$ cat src/rtl/tally_pkg.sv
package tally_pkg;
  typedef enum logic [1:0] {
    TGT_CMD  = 2'd0,
    TGT_MODE = 2'd1,
    TGT_IOC  = 2'd2,
    TGT_IDX  = 2'd3
  } tgt_e;

  typedef enum logic [1:0] {
    CM_FREE    = 2'd0,
    CM_CLAMP   = 2'd1,
    CM_ONESHOT = 2'd2,
    CM_MOD     = 2'd3
  } cmode_e;

  typedef struct packed {
    logic ptr_clr;
    logic cnt_clr;
    logic flag_clr;
    logic err_clr;
    logic preset_ld;
    logic latch_ld;
    logic psc_ld;
  } cmd_t;
endpackage

$ cat src/rtl/tally_index.sv
module tally_index (
  input  logic clk,
  input  logic rst_n,
  input  logic index_in,
  input  logic pol_pos,
  input  logic arm_n,
  output logic idx_ld
);
  logic lvl_q;
  logic rise, fall;

  always_comb begin
    rise   = index_in & ~lvl_q;
    fall   = ~index_in & lvl_q;
    idx_ld = ~arm_n & (pol_pos ? rise : fall);
  end

  always_ff @(posedge clk or negedge rst_n) begin
    if (!rst_n) lvl_q <= 1'b0;
    else        lvl_q <= index_in;
  end
endmodule

$ cat src/rtl/tally_core.sv
module tally_core
  import tally_pkg::*;
#(
  parameter int CNT_W = 24
) (
  input  logic             clk,
  input  logic             rst_n,
  input  logic             pulse_i,
  input  logic             up_i,
  input  logic             ab_en_i,
  input  cmode_e           cmode_i,
  input  logic [CNT_W-1:0] ceiling_i,
  input  logic             cnt_clr_i,
  input  logic             preset_ld_i,
  input  logic             idx_ld_i,
  input  logic             flag_clr_i,
  input  logic             err_clr_i,
  input  logic             noise_i,
  output logic [CNT_W-1:0] cnt_o,
  output logic             bt_o,
  output logic             ct_o,
  output logic             err_o,
  output logic             ud_o
);
  localparam logic [CNT_W-1:0] MAXV = {CNT_W{1'b1}};

  logic [CNT_W-1:0] cnt_q, cnt_d, top_v;
  logic bt_q, bt_d, ct_q, ct_d, err_q, err_d, ud_q, ud_d, halt_q, halt_d;
  logic step_ok;

  always_comb begin
    top_v   = (cmode_i == CM_CLAMP || cmode_i == CM_MOD) ? ceiling_i : MAXV;
    step_ok = ab_en_i & pulse_i & ~(halt_q & (cmode_i == CM_ONESHOT));
    cnt_d   = cnt_q;
    bt_d    = bt_q;
    ct_d    = ct_q;
    ud_d    = ud_q;
    halt_d  = halt_q;
    if (cnt_clr_i) begin
      cnt_d  = '0;
      halt_d = 1'b0;
    end else if (preset_ld_i || idx_ld_i) begin
      cnt_d  = ceiling_i;
      halt_d = 1'b0;
    end else if (step_ok) begin
      ud_d = up_i;
      if (up_i) begin
        if (cnt_q == top_v) begin
          case (cmode_i)
            CM_CLAMP:   cnt_d = cnt_q;
            CM_ONESHOT: begin cnt_d = '0; ct_d = ~ct_q; halt_d = 1'b1; end
            default:    begin cnt_d = '0; ct_d = ~ct_q; end
          endcase
        end else begin
          cnt_d = cnt_q + CNT_W'(1);
        end
      end else begin
        if (cnt_q == '0) begin
          case (cmode_i)
            CM_CLAMP:   cnt_d = cnt_q;
            CM_MOD:     begin cnt_d = ceiling_i; bt_d = ~bt_q; end
            CM_ONESHOT: begin cnt_d = MAXV; bt_d = ~bt_q; halt_d = 1'b1; end
            default:    begin cnt_d = MAXV; bt_d = ~bt_q; end
          endcase
        end else begin
          cnt_d = cnt_q - CNT_W'(1);
        end
      end
    end
    if (flag_clr_i) begin
      bt_d = 1'b0;
      ct_d = 1'b0;
    end
    err_d = err_clr_i ? 1'b0 : (err_q | noise_i);
  end

  always_ff @(posedge clk or negedge rst_n) begin
    if (!rst_n) begin
      cnt_q  <= '0;
      bt_q   <= 1'b0;
      ct_q   <= 1'b0;
      err_q  <= 1'b0;
      ud_q   <= 1'b0;
      halt_q <= 1'b0;
    end else begin
      cnt_q  <= cnt_d;
      bt_q   <= bt_d;
      ct_q   <= ct_d;
      err_q  <= err_d;
      ud_q   <= ud_d;
      halt_q <= halt_d;
    end
  end

  assign cnt_o = cnt_q;
  assign bt_o  = bt_q;
  assign ct_o  = ct_q;
  assign err_o = err_q;
  assign ud_o  = ud_q;


  disabled_hold_chk: assert property (@(posedge clk) disable iff (!rst_n)
    (!ab_en_i && !cnt_clr_i && !preset_ld_i && !idx_ld_i) |=> $stable(cnt_q));


  clamp_top_chk: assert property (@(posedge clk) disable iff (!rst_n)
    (cmode_i == CM_CLAMP && ab_en_i && pulse_i && up_i && cnt_q == ceiling_i &&
     !cnt_clr_i && !preset_ld_i && !idx_ld_i) |=> $stable(cnt_q));


  mod_wrap_chk: assert property (@(posedge clk) disable iff (!rst_n)
    (cmode_i == CM_MOD && ab_en_i && pulse_i && up_i && cnt_q == ceiling_i &&
     !cnt_clr_i && !preset_ld_i && !idx_ld_i) |=> (cnt_q == '0));


  oneshot_halt_chk: assert property (@(posedge clk) disable iff (!rst_n)
    (cmode_i == CM_ONESHOT && halt_q && !cnt_clr_i && !preset_ld_i && !idx_ld_i)
    |=> $stable(cnt_q));


  err_sticky_chk: assert property (@(posedge clk) disable iff (!rst_n)
    (err_q && !err_clr_i) |=> err_q);
endmodule

$ cat src/rtl/tally_hostif.sv
module tally_hostif
  import tally_pkg::*;
#(
  parameter int BYTE_W = 8,
  parameter int NB     = 3
) (
  input  logic                 clk,
  input  logic                 rst_n,
  input  logic                 wr_en,
  input  logic                 rd_en,
  input  logic                 sel_ctrl,
  input  logic [BYTE_W-1:0]    wdata,
  input  logic [BYTE_W*NB-1:0] cnt_val,
  input  logic [BYTE_W-1:0]    flags,
  output logic [BYTE_W-1:0]    rdata,
  output cmd_t                 cmd,
  output logic [BYTE_W*NB-1:0] preset,
  output cmode_e               cmode,
  output logic [1:0]           scale,
  output logic                 ab_en,
  output logic                 idx_arm_n,
  output logic                 idx_sync,
  output logic                 idx_pos,
  output logic [BYTE_W-1:0]    filt_div
);
  localparam int CNT_W = BYTE_W * NB;
  localparam int PTR_W = (NB > 1) ? $clog2(NB) : 1;
  localparam logic [PTR_W-1:0] PTR_LAST = PTR_W'(NB - 1);

  logic [PTR_W-1:0]  ptr_q, ptr_d;
  logic [CNT_W-1:0]  preset_q, preset_d, latch_q, latch_d;
  cmode_e            cmode_q, cmode_d;
  logic [1:0]        scale_q, scale_d;
  logic              ab_q, ab_d, arm_n_q, arm_n_d, sync_q, sync_d, pos_q, pos_d;
  logic [BYTE_W-1:0] psc_q, psc_d, rd_byte;
  tgt_e              tgt;
  logic              ctl_wr, dat_wr, dat_acc;

  always_comb begin
    tgt     = tgt_e'(wdata[6:5]);
    ctl_wr  = wr_en & sel_ctrl;
    dat_wr  = wr_en & ~sel_ctrl;
    dat_acc = (wr_en | rd_en) & ~sel_ctrl;
    cmd     = '0;
    if (ctl_wr && tgt == TGT_CMD) begin
      cmd.ptr_clr   = wdata[0];
      cmd.cnt_clr   = (wdata[2:1] == 2'b01);
      cmd.flag_clr  = (wdata[2:1] == 2'b10);
      cmd.err_clr   = (wdata[2:1] == 2'b11);
      cmd.preset_ld = (wdata[4:3] == 2'b01);
      cmd.latch_ld  = (wdata[4:3] == 2'b10);
      cmd.psc_ld    = (wdata[4:3] == 2'b11);
    end
  end

  always_comb begin
    ptr_d = ptr_q;
    if (cmd.ptr_clr)  ptr_d = '0;
    else if (dat_acc) ptr_d = (ptr_q == PTR_LAST) ? '0 : ptr_q + PTR_W'(1);
  end

  generate
    for (genvar g = 0; g < NB; g++) begin : g_pre_byte
      always_comb begin
        preset_d[g*BYTE_W +: BYTE_W] = preset_q[g*BYTE_W +: BYTE_W];
        if (dat_wr && ptr_q == PTR_W'(g)) preset_d[g*BYTE_W +: BYTE_W] = wdata;
      end
    end
  endgenerate

  always_comb begin
    latch_d = cmd.latch_ld ? cnt_val : latch_q;
    psc_d   = cmd.psc_ld ? preset_q[BYTE_W-1:0] : psc_q;
    cmode_d = cmode_q;
    scale_d = scale_q;
    ab_d    = ab_q;
    arm_n_d = arm_n_q;
    sync_d  = sync_q;
    pos_d   = pos_q;
    if (ctl_wr) begin
      case (tgt)
        TGT_MODE: begin
          cmode_d = cmode_e'(wdata[2:1]);
          scale_d = wdata[4:3];
          if (wdata[4:3] == 2'b00) sync_d = 1'b0;
        end
        TGT_IOC: begin
          ab_d    = wdata[0];
          arm_n_d = wdata[1];
        end
        TGT_IDX: begin
          sync_d = wdata[0] & (scale_q != 2'b00);
          pos_d  = wdata[1];
        end
        default: ;
      endcase
    end
  end

  always_comb begin
    rd_byte = '0;
    for (int i = 0; i < NB; i++)
      if (ptr_q == PTR_W'(i)) rd_byte = latch_q[i*BYTE_W +: BYTE_W];
    rdata = sel_ctrl ? flags : rd_byte;
  end

  always_ff @(posedge clk or negedge rst_n) begin
    if (!rst_n) begin
      ptr_q    <= '0;
      preset_q <= '0;
      latch_q  <= '0;
      psc_q    <= '0;
      cmode_q  <= CM_FREE;
      scale_q  <= '0;
      ab_q     <= 1'b0;
      arm_n_q  <= 1'b0;
      sync_q   <= 1'b0;
      pos_q    <= 1'b0;
    end else begin
      ptr_q    <= ptr_d;
      preset_q <= preset_d;
      latch_q  <= latch_d;
      psc_q    <= psc_d;
      cmode_q  <= cmode_d;
      scale_q  <= scale_d;
      ab_q     <= ab_d;
      arm_n_q  <= arm_n_d;
      sync_q   <= sync_d;
      pos_q    <= pos_d;
    end
  end

  assign preset    = preset_q;
  assign cmode     = cmode_q;
  assign scale     = scale_q;
  assign ab_en     = ab_q;
  assign idx_arm_n = arm_n_q;
  assign idx_sync  = sync_q;
  assign idx_pos   = pos_q;
  assign filt_div  = psc_q;


  ptr_range_chk: assert property (@(posedge clk) disable iff (!rst_n)
    ptr_q <= PTR_LAST);


  sync_scale_chk: assert property (@(posedge clk) disable iff (!rst_n)
    sync_q |-> (scale_q != 2'b00));


  psc_copy_chk: assert property (@(posedge clk) disable iff (!rst_n)
    cmd.psc_ld |=> (psc_q == $past(preset_q[BYTE_W-1:0])));
endmodule

$ cat src/rtl/serial_tally_chan.sv
module serial_tally_chan
  import tally_pkg::*;
#(
  parameter int BYTE_W = 8,
  parameter int CNT_W  = 24
) (
  input  logic              clk,
  input  logic              rst_n,
  input  logic              host_wr,
  input  logic              host_rd,
  input  logic              host_ctl,
  input  logic [BYTE_W-1:0] host_wdata,
  output logic [BYTE_W-1:0] host_rdata,
  input  logic              step_pulse,
  input  logic              step_up,
  input  logic              index_in,
  input  logic              noise_hit,
  output logic [BYTE_W-1:0] filt_div,
  output logic [1:0]        quad_scale,
  output logic              index_sync,
  output logic              index_pos
);
  localparam int NB = CNT_W / BYTE_W;

  cmd_t             cmd;
  cmode_e           cmode;
  logic [CNT_W-1:0] preset, cnt;
  logic             ab_en, arm_n, idx_ld, bt, ct, err, ud;
  logic [BYTE_W-1:0] flags;

  always_comb begin
    flags    = '0;
    flags[0] = bt;
    flags[1] = ct;
    flags[4] = err;
    flags[5] = ud;
  end

  tally_hostif #(.BYTE_W(BYTE_W), .NB(NB)) u_host (
    .clk(clk), .rst_n(rst_n), .wr_en(host_wr), .rd_en(host_rd),
    .sel_ctrl(host_ctl), .wdata(host_wdata), .cnt_val(cnt), .flags(flags),
    .rdata(host_rdata), .cmd(cmd), .preset(preset), .cmode(cmode),
    .scale(quad_scale), .ab_en(ab_en), .idx_arm_n(arm_n),
    .idx_sync(index_sync), .idx_pos(index_pos), .filt_div(filt_div)
  );

  tally_index u_idx (
    .clk(clk), .rst_n(rst_n), .index_in(index_in), .pol_pos(index_pos),
    .arm_n(arm_n), .idx_ld(idx_ld)
  );

  tally_core #(.CNT_W(CNT_W)) u_core (
    .clk(clk), .rst_n(rst_n), .pulse_i(step_pulse), .up_i(step_up),
    .ab_en_i(ab_en), .cmode_i(cmode), .ceiling_i(preset),
    .cnt_clr_i(cmd.cnt_clr), .preset_ld_i(cmd.preset_ld), .idx_ld_i(idx_ld),
    .flag_clr_i(cmd.flag_clr), .err_clr_i(cmd.err_clr), .noise_i(noise_hit),
    .cnt_o(cnt), .bt_o(bt), .ct_o(ct), .err_o(err), .ud_o(ud)
  );
endmodule

$ cat config.mk
export PLATFORM = sky130hd
export DESIGN_NAME = serial_tally_chan
export DESIGN_NICKNAME = d
export VERILOG_FILES = /design/src/rtl/tally_pkg.sv /design/src/rtl/tally_index.sv /design/src/rtl/tally_core.sv /design/src/rtl/tally_hostif.sv /design/src/rtl/serial_tally_chan.sv
export SDC_FILE = /design/constraint.sdc
export NUM_CORES = 1
export LEC_CHECK = 0
export BUFFER_PORTS_ARGS = -buffer_cell sky130_fd_sc_hd__buf_4
export CELL_PAD_IN_SITES_DETAIL_PLACEMENT = 1
export CELL_PAD_IN_SITES_GLOBAL_PLACEMENT = 1
export CORE_MARGIN = 2
export CORE_UTILIZATION = 43
export DETAILED_ROUTE_END_ITERATION = 12
export GPL_TIMING_DRIVEN = 0
export PLACE_DENSITY_LB_ADDON = 0.1
export SETUP_SLACK_MARGIN = 0.15
export SYNTH_ARGS = -nofsm -noshare
export SYNTH_HDL_FRONTEND = slang
export SYNTH_SLANG_ARGS = --single-unit
$ cat constraint.sdc
create_clock -name clk -period 9.5 [get_ports clk]
set_input_delay 1.9 -clock clk [delete_from_list [all_inputs] [get_ports clk]]
set_output_delay 1.9 -clock clk [all_outputs]
set_load 0.01 [all_outputs]
==> out/summary.txt <==
status - finished, final reports clean
Tightest Pin Transition - 1.36 ns
type of origin of the critical path - primary input
most frequent cells in the layout - 96 x dfrtp_1, 63 x nand2_1, 58 x mux2_2
WP data arrival - 5.53 ns
top-area cell type share of the netlist area - 38.5%
Max clock buf depth - 2
unique cell type count in the Yosys netlist - 67
setup TNS - 0 ns
Worst Path Required - 9.71 ns
Clock Skew - 0.00927 ns
Logic pwr share - 43.9%
mux contribution to synthesized area - 11.9%
# hold bufs at CTS - 0
clk_lat worst skew - 0.35 ns
Core Region - 14,400 um^2
Post-Synth Simple-Gate Area - 20.6%
commonest non-fill, non-tap cell in the layout - dfrtp_1
# H-tree levels - 3
RSZ-0062 raised after global routing - false
worst vdd ir - 0.000136 V
Sw Share - 43.8%
post-CTS resize count - 0
Reg2Reg Depth - 10
GRT Total Usage - 30.9%
Iter 0 DRT Violations - 543
Max-slew headroom - 8.96%
crit path capture - u_core.cnt_o[21]
predominant post-synthesis flop cell - dfrtp_1
drt drc - 0
largest family of logic cells by synthesized area - simple AND/OR/NAND/NOR gates
Overflow after GRT - 0
max-slew violations - 0
TritonCTS clock tree - built
leakage - 2.83 nW
Die X-Extent - 125 um
EDFF count, synth - 0
Setup Viol. Count Final - 0
num rows - 44
Die Ht - 125 um
Synth area leaders - dfrtp_1 38%, mux2_2 10%, nand2_1 3.8%
hold crit path type - reg2reg
share of layout cells above drive strength 1 - 17.7%
Pre-Repair DR Iteration Count - 5
Area Growth Syn to Fin - 12.7%
DR vias - 5,794
worst reg-to-reg setup slack - 5.62 ns
NetSw - 916 uW
async set or reset register ratio after synthesis - 100%
worst reg2reg path endpoint - u_core.cnt_o[3]
GP Congestion - 0.935
Non-Filler Instances - 920
Post-Syn Area - 6250 um^2
CTS Buf Count - 9
Hold Vio Cnt, Final - 0
Mapped Cells - 687
crit path max fanout - 10
count of input and output buffers - 31
period utilization - 56.0%
FILL cells - 1,660
Adder-Cell Fraction of Synth Area - 0.601%
Int Pwr - 1.17 mW
crit path from - host_ctl
Final Critical Period - 5.32 ns
crit path kind - in2reg
hpwl dp - 17.1 mm
Synth Area in XOR/XNOR - 6.45%
vias in the first global route - 6,058
MaxCap Viol Count - 0
clk root buf - clkbuf_16
Synth Area per Inst - 9.09 um^2
Crit. End Element - flip-flop
initial core utilization - 43.5%
Synth Register Bits - 96
first-pass GRT wire length - 36.7 mm
Fin Hold WS - 0.503 ns
Yosys top cell by area - dfrtp_1
Yosys warnings - 0
layout net count - 750
total length of routed wires - 23.6 mm
clock network fraction of total power - 19.4%
num ports - 37
WL per Instance - 25.7 um
clk slew on worst S/H paths - 0.07 ns
initial antenna violation count - 4
Sink Count - 96
die area - 15,500 um^2
Seq pwr share - 36.6%
r2r startpoint - u_host.cmode[0]
fmax - 188 MHz
largest net degree at the start of global routing - 97
sequential fraction of the synthesis area - 38.5%
antenna-violating nets left - 0
Synthesized Nets - 707
PD cells - 297 nW/um^2
post-CTS setup buffer count - 0
DP Cell Count - 902
Via density - 6.30
post-synthesis compound-gate area fraction - 17.2%
[worst min path at each step]
| stage | from | end | slack, ns | depth (start not counted) |
|---|---|---|---|---|
| 2_1_floorplan | u_host.latch_q[0] | u_host.latch_q[0] | 0.45 | 2 |
| 3_3_place_gp | u_host.latch_q[6] | u_host.latch_q[6] | 0.46 | 2 |
| 3_5_place_dp | u_core.halt_q | u_core.halt_q | 0.48 | 1 |
| 4_1_cts | u_core.halt_q | u_core.halt_q | 0.50 | 1 |
| 5_1_grt | u_core.halt_q | u_core.halt_q | 0.52 | 1 |
| 6_report | u_host.latch_q[23] | u_host.latch_q[23] | 0.50 | 2 |
[synthesized netlist by cell type (all sizes together) (8+ instances only)]
master and count:
nand3 24, mux2i 9, o21ai 41, mux2 58, or4 8, nand2 63, a21oi 44, buf 8
a22oi 10, a211oi 12, nor4 10, dfrtp 96, inv 14, xnor2 24, xor2 22, clkbuf 51
nor3 15, nor2 46, o31ai 10
[area by class of cell]
| cell class | count | area [um^2] | area share (%) |
|---|---|---|---|
| plain buffers | 59 | 246 | 3.50 |
| flip-flops and latches | 96 | 2400 | 34.1 |
| multi-input cells | 518 | 3550 | 50.4 |
| diodes | 2 | 5.00 | 0.0711 |
| clock buffers | 9 | 225 | 3.20 |
| inverters | 14 | 52.6 | 0.747 |
| well taps | 184 | 230 | 3.27 |
| clock inverters | 6 | 92.6 | 1.32 |
| repair buffers | 32 | 238 | 3.38 |
[power groups by stage]
stage / combinational [mW] / sequential, mW / clock [mW]
floorplan: 0.618 / 0.687 / 0
global placement: 0.868 / 0.759 / 0
detailed placement: 0.899 / 0.767 / 0
CTS: 0.906 / 0.760 / 0.412
global route: 0.999 / 0.784 / 0.427
finish: 0.918 / 0.765 / 0.406
[through the flow]
step	util (%)	total power, mW	area (um^2)	setup WS [ns]
final	49.0	2.09	7040	4.18
after global routing	48.9	2.21	7030	4.00
after CTS	48.9	2.08	7030	4.44
after detailed placement	46.7	1.67	6710	4.08
after global placement	46.7	1.63	6710	4.20
after floorplan	-	1.31	6250	4.93
[sequential cells by signal, summed over array words and instances (netlist names), 2 cells and up]
register,count
u_host.scale,2
u_host.latch_q,24
u_host.cmode,2
u_host.ptr_q,2
u_host.filt_div,8
u_host.preset,24
u_core.cnt_o,24
[metal layers]
layer / part of all wire, % / vias to the layer above / global-route usage [%]
met1: 44 / 2966 / 40.8
met3: 5.2 / 52 / 5.41
met2: 48 / 190 / 50.9
li1: - / 2584 / -
met5: 0.042 / - / 0
met4: 3.4 / 2 / 11.6
[kinds of logic after synthesis]
kind of cell,after synthesis
compound gates,167
flops,96
xor+xnor,46
fa+ha+maj,3
simple gates,235
mux,67
buf+inv,73
[worst max-delay path: stages]
cell and delay [ns]:
clkbuf_1 0.32, nand2_1 0.13, nor3_1 1.02, a31oi_1 0.71, nand2_1 0.52, a21oi_2 0.14
clkbuf_1 0.36, a22oi_1 0.29, o21ai_0 0.13
(Power assumes the default switching activity.)
